`src/rtl/mmv_pkg.sv`:
```
package mmv_pkg;
  typedef enum logic [1:0] {
    MODE_PASS   = 2'b00,
    MODE_CHANGE = 2'b01,
    MODE_TWICE  = 2'b10,
    MODE_THRICE = 2'b11
  } mode_e;

  localparam int unsigned MAX_RPT = 3;
  localparam int unsigned CNT_W   = $clog2(MAX_RPT + 1);

  function automatic logic [CNT_W-1:0] need_count(mode_e m);
    case (m)
      MODE_TWICE:  need_count = CNT_W'(2);
      MODE_THRICE: need_count = CNT_W'(3);
      default:     need_count = CNT_W'(1);
    endcase
  endfunction
endpackage

```
`src/rtl/mmv_persist.sv`:
```
// Candidate + saturating repeat counter; cnt_nxt_o is the count this strobe yields.
module mmv_persist #(
  parameter int unsigned W     = 8,
  parameter int unsigned MAX   = 3,
  parameter int unsigned CNT_W = $clog2(MAX + 1)
) (
  input  logic             clk_i,
  input  logic             rst_ni,
  input  logic             stb_i,
  input  logic             restart_i,
  input  logic [W-1:0]     data_i,
  output logic [CNT_W-1:0] cnt_nxt_o
);
  logic [W-1:0]     cand_q;
  logic [CNT_W-1:0] cnt_q;
  logic             same;

  always_comb begin
    same = (data_i == cand_q) && (cnt_q != '0) && !restart_i;
    if (!same)
      cnt_nxt_o = CNT_W'(1);
    else if (cnt_q == CNT_W'(MAX))
      cnt_nxt_o = cnt_q;
    else
      cnt_nxt_o = cnt_q + CNT_W'(1);
  end

  always_ff @(posedge clk_i or negedge rst_ni) begin
    if (!rst_ni) begin
      cand_q <= '0;
      cnt_q  <= '0;
    end else if (stb_i) begin
      cand_q <= data_i;
      cnt_q  <= cnt_nxt_o;
    end else if (restart_i) begin
      cnt_q  <= '0;
    end
  end
endmodule

```
`src/rtl/mmv_act_filter.sv`:
```
module mmv_act_filter #(
  parameter int unsigned ACT_W   = 4,
  parameter int unsigned PERSIST = 3
) (
  input  logic             clk_i,
  input  logic             rst_ni,
  input  logic             stb_i,
  input  logic [ACT_W-1:0] act_i,
  output logic [ACT_W-1:0] act_o
);
  localparam int unsigned PW = $clog2(PERSIST + 1);

  for (genvar i = 0; i < ACT_W; i++) begin : g_bit
    logic [PW-1:0] cnt_nxt;
    logic          val_q;

    mmv_persist #(.W(1), .MAX(PERSIST), .CNT_W(PW)) u_persist (
      .clk_i     (clk_i),
      .rst_ni    (rst_ni),
      .stb_i     (stb_i),
      .restart_i (1'b0),
      .data_i    (act_i[i]),
      .cnt_nxt_o (cnt_nxt)
    );

    always_ff @(posedge clk_i or negedge rst_ni) begin
      if (!rst_ni)                                  val_q <= 1'b0;
      else if (stb_i && cnt_nxt == PW'(PERSIST))    val_q <= act_i[i];
    end

    assign act_o[i] = val_q;
  end
endmodule

```
`src/rtl/mmv_msg_policy.sv`:
```
module mmv_msg_policy
  import mmv_pkg::*;
#(
  parameter int unsigned MSG_W = 8
) (
  input  logic             stb_i,
  input  mode_e            mode_i,
  input  logic [MSG_W-1:0] msg_i,
  input  logic [MSG_W-1:0] msg_reg_i,
  input  logic [CNT_W-1:0] cnt_nxt_i,
  output logic             accept_o
);
  always_comb begin
    accept_o = 1'b0;
    if (stb_i) begin
      if (mode_i == MODE_PASS)
        accept_o = 1'b1;
      else
        accept_o = (cnt_nxt_i >= need_count(mode_i)) && (msg_i != msg_reg_i);
    end
  end
endmodule

```
`src/rtl/maint_msg_validator.sv`:
```
module maint_msg_validator
  import mmv_pkg::*;
#(
  parameter int unsigned MSG_W       = 8,
  parameter int unsigned ACT_W       = 4,
  parameter int unsigned ACT_PERSIST = 3
) (
  input  logic             clk_i,
  input  logic             rst_ni,
  input  logic             hsf_stb_i,
  input  logic [1:0]       mode_i,
  input  logic [MSG_W-1:0] msg_i,
  input  logic [ACT_W-1:0] act_i,
  output logic [MSG_W-1:0] msg_reg_o,
  output logic             msg_irq_o,
  output logic [ACT_W-1:0] act_o
);
  mode_e            mode, mode_q;
  logic             mode_chg;
  logic [CNT_W-1:0] cnt_nxt;
  logic             accept;
  logic [MSG_W-1:0] msg_reg_q;
  logic             irq_q;

  assign mode     = mode_e'(mode_i);
  assign mode_chg = (mode != mode_q);

  always_ff @(posedge clk_i or negedge rst_ni) begin
    if (!rst_ni) mode_q <= MODE_PASS;
    else         mode_q <= mode;
  end

  mmv_persist #(.W(MSG_W), .MAX(MAX_RPT), .CNT_W(CNT_W)) u_msg_persist (
    .clk_i     (clk_i),
    .rst_ni    (rst_ni),
    .stb_i     (hsf_stb_i),
    .restart_i (mode_chg),
    .data_i    (msg_i),
    .cnt_nxt_o (cnt_nxt)
  );

  mmv_msg_policy #(.MSG_W(MSG_W)) u_policy (
    .stb_i     (hsf_stb_i),
    .mode_i    (mode),
    .msg_i     (msg_i),
    .msg_reg_i (msg_reg_q),
    .cnt_nxt_i (cnt_nxt),
    .accept_o  (accept)
  );

  always_ff @(posedge clk_i or negedge rst_ni) begin
    if (!rst_ni) begin
      msg_reg_q <= '0;
      irq_q     <= 1'b0;
    end else begin
      irq_q <= accept;
      if (accept) msg_reg_q <= msg_i;
    end
  end

  mmv_act_filter #(.ACT_W(ACT_W), .PERSIST(ACT_PERSIST)) u_act (
    .clk_i  (clk_i),
    .rst_ni (rst_ni),
    .stb_i  (hsf_stb_i),
    .act_i  (act_i),
    .act_o  (act_o)
  );

  assign msg_reg_o = msg_reg_q;
  assign msg_irq_o = irq_q;
endmodule

```
`config.mk`:
```
export PLATFORM = sky130hd
export DESIGN_NAME = maint_msg_validator
export DESIGN_NICKNAME = d
export VERILOG_FILES = /design/src/rtl/mmv_pkg.sv /design/src/rtl/mmv_persist.sv /design/src/rtl/mmv_act_filter.sv /design/src/rtl/mmv_msg_policy.sv /design/src/rtl/maint_msg_validator.sv
export SDC_FILE = /design/constraint.sdc
export NUM_CORES = 1
export LEC_CHECK = 0
export BUFFER_PORTS_ARGS = -buffer_cell sky130_fd_sc_hd__buf_2
export CAP_MARGIN = 20
export CORE_AREA = 2 2 86 88
export DETAILED_ROUTE_END_ITERATION = 6
export DIE_AREA = 0 0 88 90
export HOLD_SLACK_MARGIN = 0.03
export MAX_ROUTING_LAYER = met4
export PLACE_DENSITY_LB_ADDON = 0.15
export SLEW_MARGIN = 40
export SYNTH_ARGS = -nofsm -noshare
export SYNTH_HDL_FRONTEND = slang
export SYNTH_SLANG_ARGS = --single-unit
```
`constraint.sdc`:
```
create_clock -name clk_i -period 3.1 [get_ports clk_i]
set_input_delay 0.31 -clock clk_i [delete_from_list [all_inputs] [get_ports clk_i]]
set_output_delay 0.31 -clock clk_i [all_outputs]
set_load 0.1 [all_outputs]
```
==> results.json <==
{
  "yosysTopAreaCellShare_pct": 47.0,
  "wl_per_cell_um": 13.9,
  "io_pins": 30,
  "cts_buffer_depth": 2,
  "syn2layout_area_growth_pct": 18.2,
  "die_w_um": 88,
  "crit-reg2reg-capture": "msg_irq_o",
  "worst_pin_slew_ns": 0.523,
  "maxCapViolCount": 0,
  "wl_met1_um": 2200,
  "fin_crit_sh_pct": 80.7,
  "cts_tree": "built",
  "numPortBuffers": 29,
  "switching_share_pct": 38.9,
  "share_clk_of_total_power_pct": 29.3,
  "crit_slowest_cell": "nor4_1",
  "htree_levels": 2,
  "crit_chain": "xor2_1 > nor4_1 > and3_1 > and2_1 > ha_1 > nand2b_1 > a21oi_1 > buf_4 > a21oi_1 > o21a_1",
  "min_period_ns": 2.50,
  "antenna_found_initial": 0,
  "n_antenna_cell": 0,
  "vias": 1557,
  "globalRoute.totalOverflow": 0,
  "wl_met2_um": 2090,
  "r2r_start": "mode_q[1]",
  "fin_tns_setup_ns": 0,
  "synth_nets": 218,
  "wl_met3_um": 191,
  "vias_per_cell": 4.78,
  "hold_violations": 0,
  "setup_viol": 0,
  "clk_pin_slew_ns": 0.08,
  "top_layer": "met4",
  "slew_viol_final": 0,
  "core_um2": 7020,
  "dr.pass1.iters": 4,
  "cts_resized": 0,
  "synth-seq-cells": 37,
  "crit_top_cell": "a21oi_1",
  "numClockSinks": 37,
  "postSynthAreaPerCell_um2": 9.90,
  "hp-class": "in -> reg",
  "hold_path_depth": 1,
  "clock_latency_ns": 0.29,
  "vdd_ir_drop_max_v": 0.000182,
  "p_int_w": 0.000923,
  "grt_pass1_wl_um": 7230,
  "die_area_um2": 7920,
  "pwr-share-seq_pct": 40.5,
  "combPwrFrac_pct": 30.1,
  "ys_types": 32,
  "postCtsSetupBuffers": 0,
  "post-route-util_pct": 33.2,
  "grt_pass1_vias": 1486,
  "placed_cell_area_um2": 2200,
  "post-dp-hpwl_um": 3000,
  "critPathMaxFanout": 17,
  "final_nets": 245,
  "leakagePower_nw": 0.992,
  "final_common_cell": "dfrtp_1",
  "power_density_nw_per_um2": 649,
  "worst_slew_margin_rel_pct": 65.1,
  "cp-end-kind": "flip-flop",
  "wl_um": 4540,
  "yosysWarnings": 0,
  "r2r_cells": 10,
  "mostFrequentLayoutCells": "dfrtp_1, buf_2, xor2_1",
  "initial_core_util_pct": 28.1,
  "max_freq_mhz": 400,
  "drt_iter0_markers": 69,
  "drc": 0,
  "postCtsHoldBufs": 1,
  "grt_use_total_pct": 12.0,
  "startpoint_type": "flip-flop",
  "synth_area_leaders": "dfrtp_1, xor2_1, a31oi_1, a21oi_1, o2bb2ai_1",
  "worstPathArrival_ns": 2.68,
  "netlist.top_cell.by_area": "dfrtp_1",
  "cp_slowest_stage_delay_ns": 0.40,
  "synth_area_um2": 1970,
  "crit_end": "msg_irq_o",
  "reg2reg_slack_ns": 0.60,
  "fin_area_um2": 2330,
  "fin_skew_ns": 0.00461,
  "grt_max_degree": 38,
  "startpoint": "mode_q[1]",
  "worstPathRequired_ns": 3.28,
  "cts_made_buffers": 5,
  "yosysSeqAreaShare_pct": 47.0,
  "outcome": "finished clean",
  "rsz0062_at_grt": "no",
  "rows": 31,
  "die_h_um": 90,
  "syn_inst": 199,
  "netSwitchingPower_w": 0.000588,
  "drive_gt1_share_pct": 21.6,
  "critPathKind": "reg -> reg",
  "globalplace.congestion": 0.695,
  "postRouteAntennaNets": 0,
  "cts-root-buf": "clkbuf_8"
}
==> area by class of cell <==
cell class              count  area, µm²
fillers                   721       4690
multi-input cells         138        933
flip-flops and latches     37        926
repair buffers             34        188
well taps                  99        124
clock buffers               6       82.6
clock inverters             2       37.5
inverters                  10       37.5
==> critical path, delay by kind of cell, from the launching register on <==
kind                     cells  cell delay [ns]
AO/OA/AOI/OAI                3             0.42
XOR/XNOR                     1             0.17
adder cells (fa/ha/maj)      1             0.22
buffers and inverters        1             0.25
flip-flops                   1             0.38
AND/OR/NAND/NOR              4             0.95
==> worst min path at each step <==
stage / from / end / slack, ns
finish: mode_i[0] / mode_q[0] / 0.19
global route: mode_i[0] / mode_q[0] / 0.19
CTS: mode_i[0] / mode_q[0] / 0.19
detailed placement: rst_ni / u_msg_persist.cand_q[6] / 0.32
global placement: rst_ni / u_msg_persist.cand_q[6] / 0.49
floorplan: rst_ni / mode_q[0] / 0.01
==> metal layers <==
metal | vias up | track usage, %
met3 | 7 | 3.49
met1 | 748 | 15.7
met2 | 31 | 17.7
li1 | 771 | -
met4 | 0 | 4.23
met5 | - | -
==> power by group through the flow <==
stage / Combinational [W] / Sequential (W) / Clock (W)
after detailed placement: 0.000457 / 0.000622 / 0
final: 0.000455 / 0.000612 / 0.000443
after floorplan: 0.000233 / 0.000748 / 0
after global routing: 0.000489 / 0.000623 / 0.000483
after CTS: 0.000459 / 0.000613 / 0.000462
after global placement: 0.000455 / 0.000621 / 0
==> cell families after synthesis <==
kind of cell               after synthesis  synth area share, %
AOI/OAI and AO/OA                       54                 18.2
xor gates and xnor gates                22                 9.78
adders and majority gates                2                 1.27
buffers and inverters                   24                 5.65
DFF                                     37                 47.0
muxes                                    4                 2.29
and+or+nand+nor                         56                 15.8
==> state kept, by name, summed over array words and instances (netlist names) <==
signal and cells:
u_msg_persist.cand_q 8, u_act.g_bit.u_persist.cand_q 4, u_act.g_bit.u_persist.cnt_q 8, msg_reg_o 8, mode_q 2, msg_irq_o 1, u_msg_persist.cnt_q 2, u_act.g_bit.val_q 4
==> synth_stat cells <==
| cell | count |
|---|---|
| a41oi_1 | 1 |
| xor2_1 | 22 |
| ha_1 | 2 |
| a21oi_1 | 14 |
| o21a_1 | 1 |
| and2_1 | 1 |
| mux2_2 | 4 |
| o2bb2ai_1 | 8 |
| buf_4 | 5 |
| clkbuf_1 | 6 |
| a31o_2 | 1 |
| nand4_1 | 8 |
| nand3b_1 | 4 |
| nor4_1 | 2 |
| nor2b_1 | 2 |
| o311ai_1 | 8 |
| inv_1 | 9 |
| nand2b_1 | 2 |
| clkinv_1 | 1 |
| nor3_1 | 5 |
| dfrtp_1 | 37 |
| a31oi_1 | 12 |
| nand2_1 | 12 |
| or2_2 | 1 |
| buf_2 | 2 |
| o21ai_0 | 8 |
| nor4_4 | 2 |
| a22o_1 | 1 |
| and2_0 | 1 |
| buf_1 | 1 |
| nor2_1 | 15 |
| and3_1 | 1 |
==> through the flow <==
step                total power (W)  instances  hold slack, ns  setup slack (ns)
floorplan                  0.000982        199          0.0144             0.591
global placement            0.00108        317           0.494             0.612
detailed placement          0.00108        317           0.317             0.577
CTS                         0.00153        326           0.185             0.590
global route                0.00159        326           0.185             0.371
finish                      0.00151        326           0.192             0.598
Power figures use the tool's default switching activity.
